File: src/rtl/pgf_pkg.sv
package pgf_pkg;
  typedef enum logic {
    FCLK_BUS  = 1'b0,
    FCLK_SLOW = 1'b1
  } fclk_sel_e;
endpackage

File: src/rtl/pgf_tick_sel.sv
module pgf_tick_sel
  import pgf_pkg::*;
(
  input  logic clk_sel,
  input  logic slow_tick,
  output logic tick
);
  // the slow source is an enable in the bus domain, never a clock
  always_comb begin
    if (fclk_sel_e'(clk_sel) == FCLK_SLOW) tick = slow_tick;
    else                                   tick = 1'b1;
  end
endmodule

File: src/rtl/pgf_lane.sv
module pgf_lane #(
  parameter int CW = 5
) (
  input  logic          clk,
  input  logic          rst_n,
  input  logic          din,
  input  logic          en,
  input  logic          tick,
  input  logic [CW-1:0] limit,
  output logic          dout
);
  logic          held_q;
  logic [CW-1:0] run_q;
  logic          differs;

  assign differs = din ^ held_q;

  always_ff @(posedge clk or negedge rst_n) begin
    if (!rst_n) begin
      held_q <= 1'b0;
      run_q  <= '0;
    end else if (!en) begin
      held_q <= din;
      run_q  <= '0;
    end else if (!differs) begin
      run_q  <= '0;
    end else if (tick) begin
      if (run_q >= limit) begin
        held_q <= din;
        run_q  <= '0;
      end else begin
        run_q  <= run_q + 1'b1;
      end
    end
  end

  assign dout = en ? held_q : din;

  // without a tick an enabled lane never changes its level
  assert_no_tick_hold_R2: assert property (@(posedge clk) disable iff (!rst_n)
    (en && !tick) |=> $stable(held_q));

  // a mismatch still below the limit is absorbed
  assert_short_absorbed_R3: assert property (@(posedge clk) disable iff (!rst_n)
    (en && tick && differs && (run_q < limit)) |=> $stable(held_q));

  // reaching the limit on a tick takes the new level
  assert_accept_at_limit_R4: assert property (@(posedge clk) disable iff (!rst_n)
    (en && tick && differs && (run_q >= limit)) |=> (held_q == $past(din)));

  // a disabled lane keeps no count
  assert_disabled_cleared_R7: assert property (@(posedge clk) disable iff (!rst_n)
    (!en) |=> (run_q == '0));

  // agreement between input and level restarts the count
  assert_match_restart_R6: assert property (@(posedge clk) disable iff (!rst_n)
    (en && !differs) |=> (run_q == '0));
endmodule

File: src/rtl/pin_glitch_filter.sv
module pin_glitch_filter #(
  parameter int NPINS = 32,
  parameter int CW    = 5
) (
  input  logic             clk,
  input  logic             rst_n,
  input  logic [NPINS-1:0] pin_in,
  input  logic [NPINS-1:0] filt_en,
  input  logic             clk_sel,
  input  logic             slow_tick,
  input  logic [CW-1:0]    width,
  output logic [NPINS-1:0] pin_out
);
  logic tick;

  pgf_tick_sel u_tick (
    .clk_sel  (clk_sel),
    .slow_tick(slow_tick),
    .tick     (tick)
  );

  for (genvar p = 0; p < NPINS; p++) begin : g_lane
    pgf_lane #(.CW(CW)) u_lane (
      .clk  (clk),
      .rst_n(rst_n),
      .din  (pin_in[p]),
      .en   (filt_en[p]),
      .tick (tick),
      .limit(width),
      .dout (pin_out[p])
    );
  end
endmodule

File: config.mk
export PLATFORM = sky130hd
export DESIGN_NAME = pin_glitch_filter
export DESIGN_NICKNAME = d
export VERILOG_FILES = /design/src/rtl/pgf_pkg.sv /design/src/rtl/pgf_tick_sel.sv /design/src/rtl/pgf_lane.sv /design/src/rtl/pin_glitch_filter.sv
export SDC_FILE = /design/constraint.sdc
export NUM_CORES = 1
export LEC_CHECK = 0
export BUFFER_PORTS_ARGS = -buffer_cell sky130_fd_sc_hd__buf_4
export CAP_MARGIN = 20
export CORE_MARGIN = 2
export CORE_UTILIZATION = 45
export DETAILED_ROUTE_END_ITERATION = 10
export PLACE_DENSITY = 0.69
export SETUP_SLACK_MARGIN = 0.15
export SLEW_MARGIN = 20
export SYNTH_ARGS = -nofsm -noshare
export SYNTH_HDL_FRONTEND = slang
export SYNTH_SLANG_ARGS = --single-unit
File: constraint.sdc
create_clock -name clk -period 2.75 [get_ports clk]
set_input_delay 0.55 -clock clk [delete_from_list [all_inputs] [get_ports clk]]
set_output_delay 0.55 -clock clk [all_outputs]
set_load 0.02 [all_outputs]
==> flow_summary.toml <==
[outcome]
status = "complete, no violations"

[clocking]
clock_path_buffers = 2
post_cts_resize_count = 0
tritoncts.num_buffers = 17
cts.root.buffer_cell = "sky130_fd_sc_hd__clkbuf_16"
cts_tree = "yes"
cts_num_sinks = 192
post_cts_hold_buffer_count = 0
clk_pin_slew_ns = 0.08
cts_setup_buffers = 0
worstSkewPairLatency_ns = 0.44
cts_max_level = 4

[power]
combinationalPowerShare_pct = 27.5
ir_drop_v = 0.0004559
net-switching-power_w = 0.002825
swShare_pct = 34.58
power_density_mw_per_mm2 = 509.3
power.share.sequential_pct = 43.1
clock_network_fraction_of_total_power_pct = 29.5
leakagePower_nw = 7.633
internal_power_summed_over_all_cells_w = 0.005344

[critical_path]
cp_data_arrival_time_ns = 2.39
cp.required_ns = 3.07
crit_type = "in2reg"
worstSetupEndpointType = "flop"
critical_path_peak_fanout = 32
critical_path.top_delay_family = "compound AO/OA/AOI/OAI gates"
critical_path.cell_chain = "buf_4, inv_1, buf_12, ha_1, a21oi_1, o21ai_0, a31oi_2, nor2_2, mux2_4"
worst_r2r_endpoint = "g_lane[19].u_lane.held_q"
timing.critical_path.from_type = "input port"
cp_slowest_stage_delay_ns = 0.45
r2r_cells = 6
critical_path.slowest_cell = "sky130_fd_sc_hd__a31oi_2"
path_buf_inv = 3
timing.rr.start = "g_lane[19].u_lane.run_q[2]"
ff2ff_setup_slack_ns = 0.77

[sta]
fin_hold_ws_ns = 0.05054
relSlewSlack_pct = 67.00
grt_setup_unrepaired = "no"
final_critical_path_setup_slack_ns = 0.6851
min_period_ns = 2.065
report.final.setup_viol = 0
final_min_period_over_clock_period_pct = 75.09
tightest_slew_ns = 0.4915
clock-skew-final_ns = 0.01320
hold_viol = 0
finalMaxSlewViolations = 0
final.setup.tns_ns = 0
achievable-frequency_mhz = 484.3

[synthesis]
predominant_post_synthesis_flop_cell = "sky130_fd_sc_hd__dfrtp_1"
fraction_of_the_mapped_netlist_area_in_compound_gates_pct = 14.74
synth_mux_area_share_pct = 5.084
area_share_of_fa_ha_maj_cells_after_synthesis_pct = 16.69
largest_family_of_logic_cells_by_synthesized_area = "simple AND/OR/NAND/NOR gates"
post_synth_inst_count = 1618
yosysWarnings = 0
yosysUniqueCellTypes = 50
sequential_share_of_the_synthesized_area_pct = 33.37
synth-async-reset-ratio_pct = 100.0
synth-edff-count = 0
synth_top_area_cell = "sky130_fd_sc_hd__dfrtp_1"
synth_xor_area_share_pct = 4.867
postSynthRegisterBits = 192
net_count_after_synthesis = 1883
area_share_of_the_largest_cell_type_after_synthesis_pct = 33.37
synth_area_per_cell_um2 = 8.898
synthesis.area_mm2 = 0.01440
synth_area_leaders = "sky130_fd_sc_hd__dfrtp_1 (33%), sky130_fd_sc_hd__ha_1 (17%), sky130_fd_sc_hd__nand2_1 (7.4%)"
synth-simple-area-share_pct = 20.61

[run]
max-cap-violations = 0

[global_routing]
grt_overflow_total = 0
grt_max_degree = 64
via_count_of_the_first_global_routing_pass = 11580
grt_util_all_layers_pct = 19.41
grt_first_pass_wirelength_mm = 54.20
initial_antenna_violation_count = 0

[die]
io_pins = 105
num_rows = 65
die_height_um = 182.9
design.die.area_mm2 = 0.03344
die_x_um = 182.9
area_of_the_core_mm2 = 0.03156
initial_utilization_pct = 45.62

[final_layout]
layout.area.seq_mm2 = 0.004805
antennaDiodeCount = 0
drive_above_1_share_pct = 13.72
fin_cells = 2108
final_cell_mix = "sky130_fd_sc_hd__nand2_1 (285), sky130_fd_sc_hd__ha_1 (192), sky130_fd_sc_hd__dfrtp_1 (192)"
nNetsFinal = 1958
final_common_cell = "sky130_fd_sc_hd__nand2_1"
multi_input_area_mm2 = 0.008924
fillCellCount = 2892
area_growth_syn_to_layout_pct = 11.42

[placed_design]
preCtsSetupSlack_ns = 0.2571
place_congestion = 0.8032
numPortBuffers = 104
hpwl_mm = 21.91
numPlacedInstances = 2076

[routing]
viasPerCell = 5.562
post-route-drc-count = 0
first_pass_iters = 5
dr.first_iter.drc_count = 630
postRouteAntennaNets = 0
route.final.wire_length_mm = 31.04
wl_per_cell_um = 14.72
vias = 11730

[worst_hold_path]
hold_path_class = "in2async"
==> power groups by stage <==
stage,sequential (W),combinational (W),clock (W)
after global routing,0.00357,0.00259,0.00260
after detailed placement,0.00356,0.00225,0
final,0.00352,0.00224,0.00241
after global placement,0.00355,0.00216,0
after CTS,0.00351,0.00227,0.00248
after floorplan,0.00347,0.00165,0
==> cell type report <==
cell class | instances | share of cell area, %
timing repair buffer | 117 | 6.139
sequential | 192 | 29.95
multi-input combinational | 1292 | 55.63
inverter | 73 | 1.708
clock buffer | 18 | 2.676
clock inverter | 14 | 0.7566
tap | 402 | 3.136
==> through the flow <==
stage               area, um^2  util, %  total power (W)
finish                   16040    50.83         0.008169
global route             16040    50.83         0.008768
CTS                      16040    50.83         0.008258
detailed placement       15490    49.09         0.005816
global placement         15490    49.09         0.005714
floorplan                14400        -         0.005119
==> layer usage <==
| layer | vias up | share of wire (%) | wire (um) | track usage, % |
|---|---|---|---|---|
| met5 | - | 0 | 0 | 0 |
| met4 | 0 | 1.8 | 568 | 6.080 |
| met3 | 45 | 2.6 | 802 | 2.164 |
| met2 | 170 | 49 | 15140 | 33.84 |
| met1 | 5615 | 47 | 14520 | 25.31 |
| li1 | 5895 | - | - | - |
==> sequential cells by signal, indices dropped and copies added (netlist names) <==
name and cells:
g_lane.u_lane.run_q 160, g_lane.u_lane.held_q 32
==> worst max path at each step <==
| stage | start | endpoint | slack (ns) | cells past startpoint |
|---|---|---|---|---|
| floorplan | width[2] | g_lane[13].u_lane.held_q | 0.17 | 7 |
| global placement | width[2] | g_lane[19].u_lane.held_q | 0.26 | 9 |
| detailed placement | width[2] | g_lane[19].u_lane.held_q | 0.26 | 9 |
| CTS | width[2] | g_lane[19].u_lane.held_q | 0.70 | 9 |
| global route | width[2] | g_lane[17].u_lane.held_q | 0.56 | 9 |
| finish | width[2] | g_lane[19].u_lane.held_q | 0.69 | 9 |
==> logic make-up after synthesis <==
kind of cell,Yosys count
buf+inv,134
simple gates,610
fa+ha+maj,192
compound gates,346
mux,64
xor+xnor,80
flops,192
==> synthesized netlist by cell type (17+ instances only) <==
master,number
sky130_fd_sc_hd__a21oi_1,67
sky130_fd_sc_hd__a31oi_1,17
sky130_fd_sc_hd__a32o_1,26
sky130_fd_sc_hd__and3_1,17
sky130_fd_sc_hd__buf_2,20
sky130_fd_sc_hd__buf_4,33
sky130_fd_sc_hd__dfrtp_1,192
sky130_fd_sc_hd__ha_1,192
sky130_fd_sc_hd__inv_1,73
sky130_fd_sc_hd__mux2_2,57
sky130_fd_sc_hd__nand2_1,285
sky130_fd_sc_hd__nand3_1,92
sky130_fd_sc_hd__nand3b_1,19
sky130_fd_sc_hd__nor2_1,47
sky130_fd_sc_hd__nor2b_1,51
sky130_fd_sc_hd__nor3b_1,40
sky130_fd_sc_hd__o2111ai_1,17
sky130_fd_sc_hd__o21ai_0,143
sky130_fd_sc_hd__o21ai_1,25
sky130_fd_sc_hd__xnor2_1,17
sky130_fd_sc_hd__xor2_1,63
No activity file was read; power rests on OpenSTA's default activity.
